<file path="config.mk">
export PLATFORM = sky130hd
export DESIGN_NAME = led_blink_ctrl
export DESIGN_NICKNAME = d
export VERILOG_FILES = /design/src/rtl/led_blink_pkg.sv /design/src/rtl/led_tick_gen.sv /design/src/rtl/led_wb_regs.sv /design/src/rtl/led_blink_lane.sv /design/src/rtl/led_blink_ctrl.sv
export SDC_FILE = /design/constraint.sdc
export NUM_CORES = 1
export LEC_CHECK = 0
export ABC_AREA = 1
export BUFFER_PORTS_ARGS = -buffer_cell sky130_fd_sc_hd__buf_2
export CAP_MARGIN = 20
export CORE_MARGIN = 2
export CORE_UTILIZATION = 65
export CTS_CLUSTER_DIAMETER = 50
export DETAILED_ROUTE_END_ITERATION = 12
export GPL_ROUTABILITY_DRIVEN = 0
export GPL_TIMING_DRIVEN = 0
export PLACE_DENSITY_LB_ADDON = 0.2
export SYNTH_ARGS = -nofsm -noshare
export SYNTH_HDL_FRONTEND = slang
export SYNTH_HIERARCHICAL = 1
export SYNTH_SLANG_ARGS = --single-unit
</file>
<file path="constraint.sdc">
create_clock -name clk_i -period 5.6 [get_ports clk_i]
set_input_delay 0.28 -clock clk_i [delete_from_list [all_inputs] [get_ports clk_i]]
set_output_delay 0.28 -clock clk_i [all_outputs]
set_load 0.005 [all_outputs]
</file>
<file path="src/rtl/led_blink_pkg.sv">
package led_blink_pkg;
    localparam int LED_N  = 4;
    localparam int DATA_W = 8;
    localparam int ADR_W  = 3;

    typedef struct packed {
        logic [LED_N-1:0]             lit_en;
        logic [LED_N-1:0]             blink_en;
        logic [LED_N-1:0][DATA_W-1:0] half;
    } led_cfg_t;
endpackage

</file>
<file path="src/rtl/led_tick_gen.sv">
module led_tick_gen #(
    parameter int DIV = 100000
) (
    input  logic clk,
    input  logic rst,
    output logic tick
);
    localparam int CW = (DIV > 1) ? $clog2(DIV) : 1;

    typedef struct packed {
        logic [CW-1:0] cnt;
    } tick_st_t;

    tick_st_t st_d, st_q;
    logic     wrap;

    always_comb begin
        st_d = st_q;
        wrap = (st_q.cnt == CW'(DIV - 1));
        if (wrap) st_d.cnt = '0;
        else      st_d.cnt = st_q.cnt + 1'b1;
    end

    always_ff @(posedge clk) begin
        if (rst) st_q <= '0;
        else     st_q <= st_d;
    end

    assign tick = wrap;
endmodule

</file>
<file path="src/rtl/led_wb_regs.sv">
module led_wb_regs
    import led_blink_pkg::*;
(
    input  logic              clk,
    input  logic              rst,
    input  logic              cyc,
    input  logic              stb,
    input  logic              we,
    input  logic [ADR_W-1:0]  adr,
    input  logic [DATA_W-1:0] wdata,
    output logic [DATA_W-1:0] rdata,
    output logic              ack,
    output led_cfg_t          cfg
);
    typedef struct packed {
        led_cfg_t          cfg;
        logic              ack;
        logic [DATA_W-1:0] rdata;
    } regs_st_t;

    regs_st_t st_d, st_q;
    logic     req;

    always_comb begin
        st_d       = st_q;
        st_d.ack   = 1'b0;
        req        = cyc && stb && !st_q.ack;
        if (req) begin
            st_d.ack   = 1'b1;
            st_d.rdata = '0;
            if (adr == '0)
                st_d.rdata = {st_q.cfg.blink_en, st_q.cfg.lit_en};
            for (int i = 0; i < LED_N; i++) begin
                if (adr == ADR_W'(i + 1)) st_d.rdata = st_q.cfg.half[i];
            end
            if (we) begin
                if (adr == '0) begin
                    st_d.cfg.lit_en   = wdata[LED_N-1:0];
                    st_d.cfg.blink_en = wdata[2*LED_N-1:LED_N];
                end
                for (int i = 0; i < LED_N; i++) begin
                    if (adr == ADR_W'(i + 1)) st_d.cfg.half[i] = wdata;
                end
            end
        end
    end

    always_ff @(posedge clk) begin
        if (rst) st_q <= '0;
        else     st_q <= st_d;
    end

    assign rdata = st_q.rdata;
    assign ack   = st_q.ack;
    assign cfg   = st_q.cfg;
endmodule

</file>
<file path="src/rtl/led_blink_lane.sv">
module led_blink_lane
    import led_blink_pkg::*;
(
    input  logic              clk,
    input  logic              rst,
    input  logic              tick,
    input  logic              lit_en,
    input  logic              blink_en,
    input  logic [DATA_W-1:0] half,
    output logic              lit
);
    typedef struct packed {
        logic [DATA_W-1:0] cnt;
        logic              phase;
    } lane_st_t;

    lane_st_t st_d, st_q;
    logic     blinking;

    always_comb begin
        st_d     = st_q;
        blinking = lit_en && blink_en && (half != '0);
        if (!blinking) begin
            st_d.cnt   = '0;
            st_d.phase = 1'b1;
        end else if (tick) begin
            if (st_q.cnt >= half - 1'b1) begin
                st_d.cnt   = '0;
                st_d.phase = !st_q.phase;
            end else begin
                st_d.cnt = st_q.cnt + 1'b1;
            end
        end
    end

    always_ff @(posedge clk) begin
        if (rst) st_q <= '{cnt: '0, phase: 1'b1};
        else     st_q <= st_d;
    end

    assign lit = lit_en && (blinking ? st_q.phase : 1'b1);
endmodule

</file>
<file path="src/rtl/led_blink_ctrl.sv">
module led_blink_ctrl
    import led_blink_pkg::*;
#(
    parameter int CLK_HZ     = 100_000_000,
    parameter int TICK_HZ    = 1000,
    parameter bit ACTIVE_LOW = 1'b0
) (
    input  logic              clk_i,
    input  logic              rst_i,
    input  logic              wb_cyc_i,
    input  logic              wb_stb_i,
    input  logic              wb_we_i,
    input  logic [ADR_W-1:0]  wb_adr_i,
    input  logic [DATA_W-1:0] wb_dat_i,
    output logic [DATA_W-1:0] wb_dat_o,
    output logic              wb_ack_o,
    output logic [LED_N-1:0]  led_o
);
    localparam int TICK_DIV = (CLK_HZ / TICK_HZ > 0) ? CLK_HZ / TICK_HZ : 1;

    logic             tick;
    led_cfg_t         cfg;
    logic [LED_N-1:0] lit;

    led_tick_gen #(.DIV(TICK_DIV)) u_tick (
        .clk  (clk_i),
        .rst  (rst_i),
        .tick (tick)
    );

    led_wb_regs u_regs (
        .clk   (clk_i),
        .rst   (rst_i),
        .cyc   (wb_cyc_i),
        .stb   (wb_stb_i),
        .we    (wb_we_i),
        .adr   (wb_adr_i),
        .wdata (wb_dat_i),
        .rdata (wb_dat_o),
        .ack   (wb_ack_o),
        .cfg   (cfg)
    );

    for (genvar g = 0; g < LED_N; g++) begin : g_lane
        led_blink_lane u_lane (
            .clk      (clk_i),
            .rst      (rst_i),
            .tick     (tick),
            .lit_en   (cfg.lit_en[g]),
            .blink_en (cfg.blink_en[g]),
            .half     (cfg.half[g]),
            .lit      (lit[g])
        );
        assign led_o[g] = lit[g] ^ ACTIVE_LOW;
    end
endmodule

</file>
# Word level (Yosys, flattened, before mapping)
# Index checks and enable logic that the tools add are counted.
# word_totals
ff_bits	102
inputBits	16
output_inout_bits	13
elab_cells	91
# op_classes
addsub	9
order_cmp	4
eq_ne	5
n_mux	14
bitwise	4
n_reduce_logical	38
# ops
operator	n
two-way mux 8 bit	9
adder 8 x 1 -> 8 bit (second input constant)	4
greater-or-equal comparator 8 bit	4
nonzero test 8 bit	4
subtractor 8 x 1 -> 8 bit (second input constant)	4
adder 17 x 1 -> 17 bit (second input constant)	1
equality test 17 bit (second input constant)	1
AND reduction 3 bit	5
logical AND 1 bit	14
OR reduction 2 bit	5
two-way mux 9 bit	1
AND reduction 2 bit	4
equality test 3 x 2 -> 1 bit (second input constant)	2
logical NOT 1 bit	5
two-way mux 1 bit	4
NOT 1 bit	4
equality test 3 x 1 -> 1 bit (second input constant)	1
equality test 3 bit (second input constant)	1
logical NOT 3 bit	1

# Longest topological paths before layout
# logic_depth
word_depth	7
ltp_mapped	14
depth_no_buf	14

# Hierarchy
# Netlist, hierarchy kept.
# modules_own_cells
mod	instances	cells_each	area_per_inst_um2	seq_area_each_um2
led_blink_lane	4	106	797.0	180.2
led_wb_regs	1	315	2331.0	980.9
led_tick_gen	1	140	948.4	340.3

# Least setup slack after synthesis
# No wires, ideal clock.
# synth_path
path_kind	reg-to-reg
from	reg u_regs.st_q (netlist bit u_regs/cfg[18])
to	reg g_lane[2].u_lane/st_q[1] in the netlist's numbering
setup_ns	0.064
arrival_time_ns	1.773
t_required_ns	5.536
setup_slack_ns	3.763
path_stages_with_launch	12
path_buffers	0
period_less_slack_ns	1.837
cell_sequence	dfxtp_1 > nor3_2 > nand3_1 > nor3_2 > xor2_1 > ha_1 > a21oi_1 > o21a_1 > nand2_1 > nand2_1 > nand2_4 > nor2_1
# synth_between
elab_chain_len	4
word_cells_on_any_way	7
classes_between	add/sub (1); order compare (1); mux (1); bitwise (1); reduce/logical (3)
# synth_rtl
item	line_no	source
start, declared	led_wb_regs.sv:21	regs_st_t st_d, st_q;
start signal, assigned	led_wb_regs.sv:50	else st_q <= st_d;
branches (longest 4 deep; another with subtractor 8 x 1 -> 8 bit)	--	
end signal, assigned	led_blink_lane.sv:37	if (rst) st_q <= '{cnt: '0, phase: 1'b1};
end signal, assigned	led_blink_lane.sv:38	else st_q <= st_d;
end, declared	led_blink_lane.sv:17	lane_st_t st_d, st_q;
# Several ways; the timed one is not identified.
# A chain may end at the register's enable or synchronous reset.

# Worst setup path after layout
# layout_path
from	reg u_regs.st_q (netlist bit u_regs/cfg[2])
to	reg g_lane[0].u_lane/st_q[2] in the netlist's numbering
# layout_between
elab_chain_len	4
word_cells_on_any_way	7
classes_between	add/sub (1); order compare (1); mux (1); bitwise (1); reduce/logical (3)
# layout_rtl
item	line_no
branches (longest 4 deep; another with subtractor 8 x 1 -> 8 bit)	--
end signal, assigned	led_blink_lane.sv:37
end signal, assigned	led_blink_lane.sv:38
end, declared	led_blink_lane.sv:17
# Several ways; the timed one is not identified.

==> impl_results.md <==
* Post-DP HPWL at 10.8 mm
* VDD IR-drop max at 186 uV
* First-pass GRT wire length at 24.7 mm
* Worst-margin pin slew at 0.657 ns
* Critical Path AT at 2.52 ns
* Clk sink count at 102
* Post-route ant nets at 0
* FMAX at 0.456 GHz
* Post-synthesis cell type count at 35
* PD cells at 186 nW/um2
* Worst min path class: in2reg
* Mean routed wirelength per cell at 13.4 um
* DRC at 0
* Synth Cell Area at 6470 um2
* Iteration-0 DRC Markers at 358
* Status: complete, no violations
* Final period utilization at 39.2%
* CTS tree: done
* Htree depth at 3
* Post-layout min period at 2.19 ns
* Max-slew violations at 0
* Final Hold Vio Count at 0
* Sequential area share after synthesis at 31.6%
* Critical path, cell by cell: nor3_2, nand3_1, nor3_2, xor2_1, ha_1, a21oi_1, o21a_1, nand2_1, nand2_1, nand2_4, nor2_1
* RSZ-0062 raised after global routing: no
* Syn Nets at 940
* Number of buffers created by CTS at 9
* Fill count at 842
* P_leak at 0.00312 uW
* Yosys warns at 6
* Pre-CTS worst setup slack at 3.41 ns
* Vias in the first global route at 5690
* Synth top area cells: dfxtp_1 (32%), nand2_1 (13%), ha_1 (8.7%), inv_1 (6.6%), nor2_1 (5.2%)
* Synth top area share at 31.6%
* Buffers & Inverters on Critical Path at 0
* Initial Util at 66.5%
* Setup TNS at 0 ns
* Setup Buffers After CTS at 0
* Final antenna diode count at 0
* Critical Path Max Stage Delay at 0.39 ns
* Die Y at 104 um
* Final Skew at 0.00825 ns
* Root buffer cell: clkbuf_8
* Reg area at 2040 um2
* Maxcap violations at 0
* Largest net degree at the start of global routing at 17
* Post-cts resize count at 0
* Worst-path fanout max at 8
* First-pass DRT Iterations at 7
* CP top delay family: simple AND/OR/NAND/NOR gates
* Antenna violations before repair at 0
* Avg Cell Area, Syn at 7.36 um2
* Leading area contributor after synthesis: dfxtp_1
* R2R setup slack at 3.41 ns
* Remaining global-route overflow at 0
* Via count at 5575
* Area of the multi-input gates at 3790 um2
* Total Nets Final at 978
* Worst Path Required at 5.92 ns
* Slowest CP cell: dfxtp_1
* Core area at 9730 um2
* Crit Path Class: reg2reg
* Die area at 10800 um2
* Drt total wl at 14.2 mm
* CP Capture Type: register
* # IOs at 29
* Worst slew margin at 56.2%
* Worst-path clk slew at 0.09 ns
* Worst-Skew Late Latency at 0.39 ns
* Area Overhead vs Synth at 7.56%
* FF+latch count, synth at 102
* Layout cell share with drive strength beyond 1 at 15.4%
* Count of input and output buffers at 27
* CP Launch Type: register
* Hold_buf cts at 0
* Total global-route track usage at 28.0%
* Setup WS post-layout at 3.41 ns
* Final Setup Violations at 0
* Post-Syn Instances at 879
* Via/cell ratio at 5.29
* Row count at 36
* Die X at 104 um
* Clk buf depth at 2
[synthesized netlist by cell type, drive strengths merged]
cell type	instances
a211oi	8
buf	13
nand2	247
o21ai	14
nand3b	5
clkbuf	4
nand4	20
inv	120
xor2	37
clkinv	2
nor2	126
o21a	4
mux2i	4
o21bai	1
xnor2	20
nand3	50
ha	45
dfxtp	102
nor3	9
a21oi	48
[stage by stage]
step / cell area, um2 / total power [uW] / hold WS (ns) / instances / util, %
finish: 6960 / 1290 / 0.214 / 1054 / 71.5
CTS: 6960 / 1300 / 0.189 / 1054 / 71.5
global placement: 6770 / 844 / 0.450 / 1039 / 69.6
global route: 6960 / 1350 / 0.178 / 1054 / 71.5
detailed placement: 6770 / 848 / 0.463 / 1039 / 69.6
floorplan: 6470 / 815 / 0.423 / 879 / -
[placed cells by master (no fill, tap or decap), types with 9 or more instances in the layout]
cell and n:
a21oi_1 48, buf_2 28, buf_6 10, clkbuf_8 9, dfxtp_1 102, ha_1 45, inv_1 113, nand2_1 231
nand2_4 10, nand3_1 44, nand4_1 16, nor2_1 90, nor2_2 22, nor2_4 13, nor3_2 9, o21ai_0 12
xnor2_1 20, xor2_1 37
[per-layer routing]
layer  routed length, um  part of all wire (%)  vias up  track usage [%]
li1                    -                     -     2828                -
met1                5710                    40     2555             31.2
met2                7250                    51      150             50.8
met3                 779                   5.5       42             6.86
met4                 422                   3.0        0             11.9
met5                   0                     0        -                0
[final timing paths]
path | start | endpoint | depth (start not counted)
max | u_regs/cfg[2] | g_lane[0].u_lane/st_q[2] | 11
min | wb_dat_i[2] | u_regs/cfg[26] | 3
max reg2reg | u_regs/cfg[2] | g_lane[0].u_lane/st_q[2] | 11
min reg2reg | u_regs/rdata[6] | u_regs/rdata[6] | 2
[registers in the layout, summed over array words and instances, names as in the netlist]
name and count:
u_regs/cfg 40, g_lane.u_lane/st_q 36, u_tick/st_q 17, u_regs/rdata 8, u_regs/ack 1
[layout make-up]
class	count	share of cell area, %
Timing Repair Buffer	27	1.94
Clock buffer	9	1.78
Multi-Input combinational cell	638	54.5
Tap cell	133	2.39
Inverter	122	6.67
Buffer	17	2.41
Sequential cell	102	29.4
Clock inverter	6	0.917
[where the power goes]
part           switching, uW  total (uW)  internal, uW
combinational           65.7        98.1          32.4
clock                    255         458           203
sequential              5.12         735           730
total                    326        1290           966
[kinds of logic after synthesis]
logic type	share of synthesized area, %
AOI/OAI and AO/OA	6.93
and+or+nand+nor	34.7
muxes	0.619
adders and majority gates	8.71
buffers and inverters	9.77
DFF	31.6
xor gates and xnor gates	7.72
[worst register-to-register path: cells and delay by family (launching register included)]
kind | cells | cell delay, ns
compound gates | 2 | 0.29
xor+xnor | 1 | 0.18
fa+ha+maj | 1 | 0.27
flops | 1 | 0.39
simple gates | 7 | 1.00
No activity file was read; power rests on OpenSTA's default activity.
